## src/rtl/rxoh_pkg.sv

```systemverilog
package rxoh_pkg;

  typedef enum logic [1:0] {
    MODE_DS3  = 2'd0,
    MODE_E3   = 2'd1,
    MODE_STS1 = 2'd2
  } ohMode_e;

  // strobes from control to datapath, all valid for one system clock
  typedef struct packed {
    logic tick;      // overhead clock falls this cycle
    logic load;      // pop head item into the serializer
    logic shift;     // advance to next bit of current byte
    logic flush;     // clear FIFO at a mode change
    logic byteMode;  // active mode is STS-1
  } ohStrobe_t;

endpackage

```

## src/rtl/rxoh_ctrl.sv

```systemverilog
module rxoh_ctrl
  import rxoh_pkg::*;
#(
  parameter int DIV_HALF = 2
) (
  input  logic       clk,
  input  logic       rst,
  input  logic [1:0] modeIn,
  input  logic       fifoEmpty,
  input  logic       headStart,
  output ohStrobe_t  strb,
  output logic       ohClk
);

  localparam int DW = (DIV_HALF > 1) ? $clog2(DIV_HALF) : 1;
  localparam logic [DW-1:0] DIV_LAST = DW'(DIV_HALF - 1);

  logic [DW-1:0] divCnt;
  logic          ohClkR;
  logic [2:0]    bitsLeft;
  logic [1:0]    activeMode;
  logic          busy;
  logic          pending;
  logic          atBoundary;
  logic          fallNow;

  assign busy       = (bitsLeft != 3'd0);
  assign pending    = (modeIn != activeMode);
  assign atBoundary = !busy && (fifoEmpty || headStart);
  assign fallNow    = (divCnt == DIV_LAST) && ohClkR;

  always_comb begin
    strb.tick     = fallNow;
    strb.byteMode = (activeMode == MODE_STS1);
    strb.flush    = fallNow && pending && atBoundary;
    strb.load     = fallNow && !busy && !fifoEmpty && !strb.flush;
    strb.shift    = fallNow && busy;
  end

  always_ff @(posedge clk) begin
    if (rst) begin
      divCnt     <= '0;
      ohClkR     <= 1'b0;
      bitsLeft   <= 3'd0;
      activeMode <= modeIn;
    end else begin
      if (divCnt == DIV_LAST) begin
        divCnt <= '0;
        ohClkR <= ~ohClkR;
      end else begin
        divCnt <= divCnt + 1'b1;
      end
      if (strb.flush) activeMode <= modeIn;
      if (strb.load)       bitsLeft <= strb.byteMode ? 3'd7 : 3'd0;
      else if (strb.shift) bitsLeft <= bitsLeft - 3'd1;
    end
  end

  assign ohClk = ohClkR;

  AST_POP_NONEMPTY: assert property (@(posedge clk) disable iff (rst)
    strb.load |-> !fifoEmpty);
  AST_MODE_AT_BOUNDARY: assert property (@(posedge clk) disable iff (rst)
    !$stable(activeMode) |-> $past(fifoEmpty || headStart));

endmodule

```

## src/rtl/rxoh_datapath.sv

```systemverilog
module rxoh_datapath
  import rxoh_pkg::*;
#(
  parameter int DEPTH = 64
) (
  input  logic       clk,
  input  logic       rst,
  input  ohStrobe_t  strb,
  input  logic       wrValid,
  input  logic [7:0] wrData,
  input  logic       wrStart,
  input  logic       wrPath,
  output logic       fifoEmpty,
  output logic       headStart,
  output logic       ohSer,
  output logic       ohFrame,
  output logic       ohEnable,
  output logic       ohOverflow
);

  localparam int AW = $clog2(DEPTH);
  localparam int CW = AW + 1;

  logic [7:0]    memData  [DEPTH];
  logic          memStart [DEPTH];
  logic          memPath  [DEPTH];
  logic [AW-1:0] wrPtr, rdPtr;
  logic [CW-1:0] count;
  logic          full, wrOk;
  logic [7:0]    headData;
  logic          headFirst, headPath;
  logic [7:0]    shReg;
  logic          serR, frameR, enR, ovfR;

  assign full      = (count == CW'(DEPTH));
  assign fifoEmpty = (count == '0);
  assign wrOk      = wrValid && !full && !strb.flush;
  assign headData  = memData[rdPtr];
  assign headFirst = memStart[rdPtr];
  assign headPath  = memPath[rdPtr];
  assign headStart = !fifoEmpty && headFirst && !headPath;

  always_ff @(posedge clk) begin
    if (wrOk) begin
      memData[wrPtr]  <= wrData;
      memStart[wrPtr] <= wrStart;
      memPath[wrPtr]  <= wrPath;
    end
  end

  always_ff @(posedge clk) begin
    if (rst) begin
      wrPtr <= '0;
      rdPtr <= '0;
      count <= '0;
      ovfR  <= 1'b0;
    end else begin
      if (wrValid && full && !strb.flush) ovfR <= 1'b1;
      if (strb.flush) begin
        wrPtr <= '0;
        rdPtr <= '0;
        count <= '0;
      end else begin
        if (wrOk)      wrPtr <= wrPtr + 1'b1;
        if (strb.load) rdPtr <= rdPtr + 1'b1;
        count <= count + CW'(wrOk) - CW'(strb.load);
      end
    end
  end

  always_ff @(posedge clk) begin
    if (rst) begin
      shReg  <= '0;
      serR   <= 1'b0;
      frameR <= 1'b0;
      enR    <= 1'b0;
    end else if (strb.load) begin
      serR   <= strb.byteMode ? headData[7] : headData[0];
      shReg  <= {headData[6:0], 1'b0};
      frameR <= headFirst;
      enR    <= strb.byteMode && !headPath;
    end else if (strb.shift) begin
      serR   <= shReg[7];
      shReg  <= {shReg[6:0], 1'b0};
      frameR <= 1'b0;
    end else if (strb.tick) begin
      serR   <= 1'b0;
      frameR <= 1'b0;
      enR    <= 1'b0;
    end
  end

  assign ohSer      = serR;
  assign ohFrame    = frameR;
  assign ohEnable   = enR;
  assign ohOverflow = ovfR;

  AST_EDGE_ALIGN: assert property (@(posedge clk) disable iff (rst)
    !$stable({serR, frameR, enR}) |-> $past(strb.tick));
  AST_NO_OVERFLOW: assert property (@(posedge clk) disable iff (rst)
    count <= CW'(DEPTH));
  AST_STICKY_ERR: assert property (@(posedge clk) disable iff (rst)
    $past(ovfR) |-> ovfR);
  AST_IDLE_LOW: assert property (@(posedge clk) disable iff (rst)
    (strb.tick && !strb.load && !strb.shift) |=> (!serR && !frameR && !enR));
  AST_BIT_ENABLE: assert property (@(posedge clk) disable iff (rst)
    (strb.load && !strb.byteMode) |=> !enR);

endmodule

```

## src/rtl/rxoh_serial_port.sv

```systemverilog
module rxoh_serial_port
  import rxoh_pkg::*;
#(
  parameter int DEPTH    = 64,
  parameter int DIV_HALF = 2
) (
  input  logic       clk,
  input  logic       rst,
  input  logic [1:0] modeIn,
  input  logic       ohValid,
  input  logic [7:0] ohData,
  input  logic       ohStart,
  input  logic       ohIsPath,
  output logic       ohClk,
  output logic       ohSer,
  output logic       ohFrame,
  output logic       ohEnable,
  output logic       ohOverflow
);

  ohStrobe_t strb;
  logic      fifoEmpty;
  logic      headStart;

  rxoh_ctrl #(.DIV_HALF(DIV_HALF)) u_ctrl (
    .clk       (clk),
    .rst       (rst),
    .modeIn    (modeIn),
    .fifoEmpty (fifoEmpty),
    .headStart (headStart),
    .strb      (strb),
    .ohClk     (ohClk)
  );

  rxoh_datapath #(.DEPTH(DEPTH)) u_dp (
    .clk        (clk),
    .rst        (rst),
    .strb       (strb),
    .wrValid    (ohValid),
    .wrData     (ohData),
    .wrStart    (ohStart),
    .wrPath     (ohIsPath),
    .fifoEmpty  (fifoEmpty),
    .headStart  (headStart),
    .ohSer      (ohSer),
    .ohFrame    (ohFrame),
    .ohEnable   (ohEnable),
    .ohOverflow (ohOverflow)
  );

endmodule

```

## config.mk

```make
export PLATFORM = sky130hd
export DESIGN_NAME = rxoh_serial_port
export DESIGN_NICKNAME = d
export VERILOG_FILES = /design/src/rtl/rxoh_pkg.sv /design/src/rtl/rxoh_ctrl.sv /design/src/rtl/rxoh_datapath.sv /design/src/rtl/rxoh_serial_port.sv
export SDC_FILE = /design/constraint.sdc
export NUM_CORES = 1
export LEC_CHECK = 0
export ABC_AREA = 1
export BUFFER_PORTS_ARGS = -buffer_cell sky130_fd_sc_hd__buf_2
export CAP_MARGIN = 0
export CORE_MARGIN = 5
export CORE_UTILIZATION = 40
export CTS_BUF_LIST = sky130_fd_sc_hd__clkbuf_4
export CTS_CLUSTER_DIAMETER = 80
export DETAILED_ROUTE_END_ITERATION = 8
export GPL_TIMING_DRIVEN = 0
export SETUP_SLACK_MARGIN = 0.02
export SYNTH_ARGS = -nofsm -noshare
export SYNTH_HDL_FRONTEND = slang
export SYNTH_SLANG_ARGS = --single-unit
export TNS_END_PERCENT = 50
```

## constraint.sdc

```tcl
create_clock -name clk -period 6.33 [get_ports clk]
set_input_delay 0.633 -clock clk [delete_from_list [all_inputs] [get_ports clk]]
set_output_delay 0.633 -clock clk [all_outputs]
set_load 0.02 [all_outputs]
```

# After elaboration in Yosys (flattened, before gate mapping)
# Memories as Yosys holds them, arrays and structs flattened. A register that Yosys moved wholly into a read port is not among the register bits.
# Cells that the tools add are included.
# word_totals
inputBits	15
register_bits	37
ramBits	640
word_cells	79
mem_count	3
out_inout_bits	5
# op_classes
n_addsub	6
muxes	23
bitwise	1
eq_ne	4
n_reduce_logical	30
# mem_list
memory	words	word_bits	rd	rd_clocked_by_memory_dff	wr	line_no	source
u_dp.memData	64	8	1	1	1	rxoh_datapath.sv:24	logic [7:0] memData [DEPTH];
u_dp.memPath	64	1	1	1	1	rxoh_datapath.sv:26	logic memPath [DEPTH];
u_dp.memStart	64	1	1	1	1	rxoh_datapath.sv:25	logic memStart [DEPTH];
# op_table
cell	count
$mux 6	6
$mux 8	2
$logic_and 1x1->1	15
$add 6x1->6 const B	2
$mux 1	10
$mux 3	3
$add 7x1->7	1
$eq 7x7->1 const B	1
$logic_not 7->1	1
$sub 7x1->7	1
$reduce_bool 2->1	3
$reduce_bool 3->1	2
$logic_not 1->1	5
$mux 2	2
$reduce_or 2->1	2
$sub 3x1->3 const B	1
$eq 2x2->1 const B	1
$ne 2x1->1 const B	1
$ne 2x2->1	1
$reduce_and 2->1	1
$add 1x1->1 const B	1
$logic_or 1x1->1	1
$not 1->1	1

# Depth between registers and ports, before layout
# Gate-level depths: netlist (run 1).
# depth
word_depth	11
ltp_mapped	29
depth_no_buf	26

# By module
# Synthesis (run 1) repeated with hierarchy kept, for this count alone.
# hier_totals
cells_unflattened	2482
area_unflattened_um2	28294.6
# modules_own_cells
module	seq_area_each_um2	area_each_um2	cells_per_inst	n_inst
rxoh_datapath	19939.1	27851.7	2422	1
rxoh_ctrl	160.2	442.9	60	1

# Least setup slack after synthesis (run 1)
# No wires, ideal clock.
# synth_path
path_kind	flip-flop to flip-flop
startpoint	reg (tool-made name)
endpoint	reg u_dp.count[6]
stages_incl_launch_ff	30
path_buffers	4
arrival_time_ns	3.219
slack_ns	2.994
required_time_ns	6.213
setup_ns	0.117
synth_period_minus_slack_ns	3.336
path_cell_list	dfxtp_1 -> buf_4 -> inv_2 -> buf_6 -> buf_4 -> nand2_1 -> nand3_1 -> nand3_1 -> nand2_1 -> nand2_1 -> nand3_1 -> nand3_1 -> nand2_1 -> nand2_1 -> nand2_2 -> a21oi_2 -> buf_2 -> ha_1 -> inv_1 -> ha_1 -> inv_1 -> fa_1 -> inv_1 -> a21oi_1 -> o21bai_1 -> nand2_1 -> nand2_1 -> a21oi_1 -> xor2_1 -> nor2_1
# synth_rtl
element	line_no	source
end signal, assigned	rxoh_datapath.sv:66	count <= count + CW'(wrOk) - CW'(strb.load);
end, declared	rxoh_datapath.sv:28	logic [CW-1:0] count;

==> results of run 1 <==
-- cells in the final DEF (no fill, tap or decap), drive strengths merged, types with 37 or more instances in the layout --
cell type  count
edfxtp       642
nor2         375
nand2        355
clkbuf       320
o21ai        298
nand3        170
buf          135
o22ai        124
inv           50
dfxtp         41
clkinv        37
-- final timing paths --
kind,slack [ps],end,depth (start not counted)
worst min register to register,440,u_ctrl.divCnt,1
worst max register to register,1910,u_dp.count[6],24
worst max-delay path,1910,u_dp.count[6],24
worst min-delay path,320,u_dp.memPath[26],1
-- final cells by class --
class,count,share of cell area
diodes,4,0.000312
plain buffers,143,0.0217
clock buffers,248,0.0580
clock inverters,42,0.00873
inverters,50,0.00592
multi-input cells,1420,0.213
flip-flops and latches,683,0.626
well taps,931,0.0363
repair buffers,69,0.0297
-- per-layer routing --
| layer | global-route usage | vias up | share of wire |
|---|---|---|---|
| met5 | 0 | - | 0 |
| met4 | 0.130 | 0 | 0.051 |
| met3 | 0.0652 | 261 | 0.12 |
| met2 | 0.373 | 1309 | 0.45 |
| met1 | 0.326 | 9930 | 0.39 |
| li1 | - | 8886 | - |
-- logic make-up (layout without fill, tap and decap cells) --
group	count (synthesis)	in the layout	synth area share
AND/OR/NAND/NOR	919	919	0.137
flip-flops	683	683	0.726
XOR/XNOR	12	12	0.00380
other	0	4	0
adder cells (fa/ha/maj)	14	14	0.00660
buffers and inverters	193	552	0.0320
AO/OA/AOI/OAI	475	475	0.0943
-- metrics by stage --
step,worst slack [ps],utilization,instance area [sq um]
floorplan,2990,-,27700
global placement,1670,0.422,28900
detailed placement,1960,0.436,29900
CTS,1920,0.468,32100
global route,1590,0.468,32100
finish,1910,0.468,32100
-- power breakdown --
part / leakage [uW] / switching [uW] / total [uW] / internal (uW)
registers: 0.00611 / 28.2 / 5030 / 5000
clock network: 0.00128 / 1780 / 3730 / 1950
logic: 0.00372 / 777 / 1090 / 311
total: 0.0111 / 2590 / 9840 / 7260
-- worst register-to-register path, delay by kind of cell, from the launching register on --
family / cells / cell delay (ps)
AND/OR/NAND/NOR: 9 / 910
buffers and inverters: 7 / 1510
flip-flops: 1 / 370
adder cells (fa/ha/maj): 3 / 810
AO/OA/AOI/OAI: 4 / 610
XOR/XNOR: 1 / 140
-- flip-flops by register name, summed over array words and instances (netlist names), named ones only --
signal / flops
u_dp.memData: 512
u_dp.memStart: 64
u_ctrl.bitsLeft: 3
u_dp.shReg: 7
u_dp.ohOverflow: 1
u_ctrl.divCnt: 1
u_ctrl.activeMode: 2
u_dp.ohSer: 1
u_dp.rdPtr: 6
u_ctrl.ohClk: 1
u_dp.count: 7
u_dp.ohFrame: 1
u_dp.memPath: 64
u_dp.wrPtr: 6
u_dp.ohEnable: 1
==> impl_summary.log, run 1 <==
INFO  metric die_area = 0.0746 sq mm
INFO  metric pin_count_of_the_biggest_net_entering_global_routing = 65
INFO  metric final_max_slew_viol_count = 0
INFO  metric synth_cells = 2296
INFO  metric most_common_library_cells_after_synthesis = edfxtp_1 (642), nor2_1 (375), nand2_1 (350), o21ai_0 (288), nand3_1 (170)
INFO  metric share_of_the_yosys_chip_area_belonging_to_registers = 0.726
INFO  metric routed_wl = 93.4 mm
INFO  metric dr_total_vias = 20386
INFO  metric routabilityCongestion = 1.01
INFO  metric drt_first_pass_iters = 6
INFO  metric start_util = 0.404
INFO  metric synth.top_cell.area_share = 0.696
INFO  metric final.setup.tns = 0 ps
INFO  metric period_share = 0.698
INFO  metric ctsResizeCount = 0
INFO  metric synth.avg_cell_area = 12.1 sq um
INFO  metric synthToLayoutAreaGrowth = 15.9%
INFO  metric placement_rows = 96
INFO  metric numPortBuffers = 18
INFO  metric tritoncts_clock_tree = done
INFO  metric final-seq-area = 0.0201 sq mm
INFO  metric endpoint_kind = flip-flop
INFO  metric most_repeated_cell_in_the_gate_level_netlist_after_synthesis = edfxtp_1
INFO  metric detailedRoute.firstIterationViolations = 3045
INFO  metric cap_violations = 0
INFO  metric multi_input_combinational_cell_area = 0.00684 sq mm
INFO  metric bufs_on_longest_clock_path = 3
INFO  metric timing.setup.critical_path_class = flip-flop to flip-flop
INFO  metric startpoint_type = flip-flop
INFO  metric globalRouteOverflowTotal = 0
INFO  metric fillCellCount = 6172
INFO  metric synth_top_area_cell = edfxtp_1
INFO  metric cts.sinks = 683
INFO  metric power_leakage = 0.0111 uW
INFO  metric postRouteAntennaNets = 0
INFO  metric cts.root.buffer_cell = clkbuf_4
INFO  metric critical_path_required = 7280 ps
INFO  metric p_per_area = 307 mW/mm^2
INFO  metric layout-drive-gt1-share = 0.179
INFO  metric post-route-min-period = 4420 ps
INFO  metric grt_setup_unrepaired = no
INFO  metric vias_per_cell = 5.68
INFO  metric worst_hold_startpoint = ohIsPath
INFO  metric htree_num_levels = 4
INFO  metric synthTopCellsByArea = edfxtp_1 (70%), o21ai_0 (5.2%), nor2_1 (5.1%)
INFO  metric synth-main-ff-cell = edfxtp_1
INFO  metric postCtsSetupBuffers = 0
INFO  metric critPathBufInv = 7
INFO  metric min-delay-path-class = primary input to flip-flop
INFO  metric placeableCoreArea = 0.0686 sq mm
INFO  metric yosys_register_bits = 683
INFO  metric hold-worst-slack = 325 ps
INFO  metric vdd_drop_max = 0.000192 V
INFO  metric finalSetupViolCount = 0
INFO  metric netlist-cell-type-count = 36
INFO  metric finalNetCount = 2569
INFO  metric route.detailed.wl_per_inst = 26.0 um
INFO  metric ioPinCount = 20
INFO  metric synth.net_count = 2325
INFO  metric track_usage = 0.246
INFO  metric width_of_the_die = 273 um
INFO  metric insertion_delay = 1060 ps
INFO  metric post_cts_hold_buffer_count = 5
INFO  metric max_slew.worst_pin.slew = 1460 ps
INFO  metric achievable-frequency = 226 MHz
INFO  metric synth_edf_count = 642
INFO  metric cts.reportedPaths.clkPinSlew = 70 ps
INFO  metric crit_path_max_fanout = 10
INFO  metric postSynth.asyncResetShare = 0
INFO  metric yosysWarningCount = 0
INFO  metric antenna_found_initial = 4
INFO  metric cp_slowest_cell = clkbuf_1
INFO  metric first_global_vias = 19685
INFO  metric crit_path_cell_trace = inv_1, clkbuf_1, nand2_1, nand3_1, nand3_1, nand2_1, inv_1, nand2_1, nand2_2, a21oi_2, buf_2, ha_1, inv_1, ha_1, inv_1, fa_1, inv_1, a21oi_1, o21bai_1, nand2_1, nand2_1, a21oi_1, xor2_1, nor2_1
INFO  metric place.detailed.hpwl = 62.0 mm
INFO  metric hold_violations = 0
INFO  metric post-route-drc-count = 0
INFO  metric run_status = finished, final reports clean
INFO  metric post-place-cells = 3290
INFO  metric cp_data_arrival_time = 5370 ps
INFO  metric chipHeight = 273 um
INFO  metric synth.cell_area = 0.0277 sq mm
INFO  metric fin_cells = 3590
INFO  metric largest_delay_contributor_family_on_the_critical_path = buffers and inverters
INFO  metric maxSlewHeadroom = 0.0222
INFO  metric critPathMaxStageDelay = 770 ps
INFO  metric post-layout-total-power = 9840 uW
INFO  metric cts_inserted_buffers = 173
INFO  metric grt_pass1_wl = 132 mm
INFO  metric worst_skew = 69.4 ps
Power figures use the tool's default switching activity.
==> run 2: changes to the inputs <==
==> constraint.sdc (replaced) <==
create_clock -name clk -period 3.8 [get_ports clk]
set_input_delay 0.38 -clock clk [delete_from_list [all_inputs] [get_ports clk]]
set_output_delay 0.38 -clock clk [all_outputs]
set_load 0.02 [all_outputs]
==> run 2 against run 1 <==
  * Clock power is 67% higher
  * Critical path depth shrank 4
  * Die area unchanged
  * Routed wire length rose by 0.51%
  * Highest routed layer unchanged
  * Largest cell class unchanged
  * Core utilization grew 0.62 points
  * Largest power group unchanged
==> impl_summary.log, run 2 (same netlist as run 1, synthesis figures left out) <==
INFO  metric htree_num_levels = 4 (unchanged)
INFO  metric maxSlewHeadroom = 0.176 (+0.154)
INFO  metric crit_path_max_fanout = 10 (unchanged)
INFO  metric insertion_delay = 1080 ps (+20 ps)
INFO  metric start_util = 0.404 (unchanged)
INFO  metric dr_total_vias = 20490 (+0.51%)
INFO  metric grt_max_usage_layer = met2
INFO  metric internal-power = 12200 uW (+67%)
INFO  metric netSwitchingPower = 4360 uW (+69%)
INFO  metric placement_rows = 96 (unchanged)
INFO  metric routed_wl = 93.9 mm (+0.51%)
INFO  metric crit_path_cell_trace = buf_8, inv_8, buf_8, clkbuf_16, nand2_1, nand3_1, nand3_1, nand2_1, nand2_1, nand3_2, nand3_4, nand2_4, nand2_4, nand2_4, nand2_4, nand2_4, inv_4, buf_6, nand4_4, nor2_2
INFO  metric timing.setup.critical_path_class = flip-flop to flip-flop
INFO  metric postRouteAntennaNets = 0 (unchanged)
INFO  metric grt_pass1_wl = 133 mm (+0.18%)
INFO  metric worst_path_most_repeated_cell = nand2_4
INFO  metric hold-worst-slack = 74.3 ps (-251 ps)
INFO  metric first_global_vias = 19700 (+0.076%)
INFO  metric power_leakage = 0.0113 uW (+1.3%)
INFO  metric routabilityCongestion = 1.01 (unchanged)
INFO  metric setup.reg_to_reg.worst_slack = 190 ps (-1720 ps)
INFO  metric layout.cell_area.non_filler = 0.0325 sq mm (+1.3%)
INFO  metric cp_slowest_cell = nor2_2
INFO  metric post-route-util = 0.474 (+0.00617)
INFO  metric seqPwrFrac = 0.507 (-0.003)
INFO  metric startpoint_type = flip-flop
INFO  metric tritoncts_clock_tree = done
INFO  metric critical_path_required = 4430 ps (-2850 ps)
INFO  metric numPortBuffers = 18 (unchanged)
INFO  metric gr-usage-met3 = 0.0639 (-0.00132)
INFO  metric run_status = finished, final reports clean
INFO  metric cp_data_arrival_time = 4230 ps (-1140 ps)
INFO  metric hold_violations = 0 (unchanged)
INFO  metric place.detailed.hpwl = 62.0 mm (unchanged)
INFO  metric post-route-min-period = 3610 ps (-810 ps)
INFO  metric largest_delay_contributor_family_on_the_critical_path = simple AND/OR/NAND/NOR gates
INFO  metric number_of_flip_flops_under_the_largest_register_name = 512 (unchanged)
INFO  metric max_slew.worst_pin.slew = 1240 ps (-226 ps)
INFO  metric final.setup.tns = 0 ps (unchanged)
INFO  metric min-delay-path-class = primary input to flip-flop
INFO  metric largest_register = u_dp.memData
INFO  metric drt_first_pass_iters = 8 (+2)
INFO  metric part_of_the_total_power_dissipated_in_the_clock_network = 0.377 (-0.002)
INFO  metric worst_skew = 77.2 ps (+7.71 ps)
INFO  metric placed_area = 0.0299 sq mm (unchanged)
INFO  metric met1_usage = 0.327 (+0.000696)
INFO  metric largestRegisters = u_dp.memData x512, u_dp.memPath x64, u_dp.memStart x64
INFO  metric synthToLayoutAreaGrowth = 17.5%
INFO  metric switching_share = 0.264 (+0.00134)
INFO  metric cts.reportedPaths.clkPinSlew = 70 ps (about the same)
INFO  metric achievable-frequency = 277 MHz (+22%)
INFO  metric final_max_slew_viol_count = 0 (unchanged)
INFO  metric layout-drive-gt1-share = 0.197 (+0.0182)
INFO  metric cts.sinks = 683 (unchanged)
INFO  metric ioPinCount = 20 (unchanged)
INFO  metric placeableCoreArea = 0.0686 sq mm (unchanged)
INFO  metric globalRouteOverflowTotal = 0 (unchanged)
INFO  metric route.detailed.wl_per_inst = 26.1 um (+0.26%)
INFO  metric detailedRoute.firstIterationViolations = 2878 (-5.5%)
INFO  metric track_usage = 0.246 (+0.000378)
INFO  metric post-layout-total-power = 16500 uW (+68%)
INFO  metric layout_commonest_cell = edfxtp_1
INFO  metric chipHeight = 273 um (unchanged)
INFO  metric grt_setup_unrepaired = no
INFO  metric bufs_on_longest_clock_path = 3 (unchanged)
INFO  metric finalSetupViolCount = 0 (unchanged)
INFO  metric cap_violations = 0 (unchanged)
INFO  metric vdd_drop_max = 0.000324 V (+69%)
INFO  metric die_area = 0.0746 sq mm (unchanged)
INFO  metric p_per_area = 508 mW/mm^2 (+66%)
INFO  metric width_of_the_die = 273 um (unchanged)
INFO  metric pin_count_of_the_biggest_net_entering_global_routing = 65 (unchanged)
INFO  metric critPathMaxStageDelay = 820 ps (+50 ps)
INFO  metric endpoint_kind = flip-flop
INFO  metric critPathBufInv = 6 (-1)
INFO  metric use_met2 = 0.374 (+0.00118)
INFO  metric cts_inserted_buffers = 173 (unchanged)
INFO  metric period_share = 0.949 (+0.252)
INFO  metric vias_per_cell = 5.69 (+0.26%)
INFO  metric layout_common_cells = edfxtp_1 (642), nand2_1 (338), nor2_1 (312)
INFO  metric cts.root.buffer_cell = clkbuf_4
INFO  metric antenna_found_initial = 4 (unchanged)
INFO  metric finalNetCount = 2578 (+0.35%)
INFO  metric power.share.combinational = 0.116 (+0.005)
INFO  metric post-route-drc-count = 0 (unchanged)
run 2: changes by cell type in the layout (fill, tap and decap cells not counted), moves of 8 or more:
cell	delta
nand2_1	-12
buf_4	+10
nand3_1	-11
buf_2	-16
nand2_2	+9
nand3_2	+8
run 2: power by group through the flow:
stage               logic [uW]  clock network (uW)  registers, uW
floorplan                 1090                   0           8520
global placement          1720                   0           8530
detailed placement        1770                   0           8530
CTS                       1800                6280           8370
global route              2080                6720           8380
finish                    1920                6230           8370
run 2: repair_timing:
| item | in CTS | in global routing |
|---|---|---|
| endpoints found under the setup margin | 232 | 221 |
| gates cloned | 0 | 2 |
| hold buffers | 6 | 0 |
| hold endpoints to repair | 30 | 0 |
| pin swaps | 1 | 18 |
| gates resized for setup | 27 | 82 |
| setup buffers | 1 | 6 |
run 2: area by class of cell:
| class | instances | area, sq um |
|---|---|---|
| Clock inverter | 42 | 280 |
| Sequential cell | 683 | 20100 |
| Fill cell | 6113 | 36100 |
| Tap cell | 931 | 1160 |
| Buffer | 143 | 830 |
| Clock buffer | 248 | 1860 |
| Multi-Input combinational cell | 1420 | 7010 |
| Antenna cell | 4 | 10.0 |
| Timing Repair Buffer | 78 | 1060 |
| Inverter | 50 | 204 |
run 2: metrics by stage:
step                setup WS [ps]  instances
floorplan                     464       2296
global placement             -861       3245
detailed placement           -571       3290
CTS                          -157       3587
global route                 12.1       3599
finish                        192       3599
run 2: routing by layer:
layer  wire length, um  vias up
met1             36500     9966
met2             41600     1341
li1                  -     8894
met4              5120        0
met3             10700      289
met5                 0        -
run 2: path summary, 6_finish.rpt:
check	start	cells after the start	endpoint
setup / recovery	flip-flop	20	u_dp.memData[17][4]
hold / removal	ohIsPath	1	u_dp.memPath[32]
setup reg to reg	flip-flop	20	u_dp.memData[17][4]
hold reg to reg	u_ctrl.divCnt	1	u_ctrl.divCnt
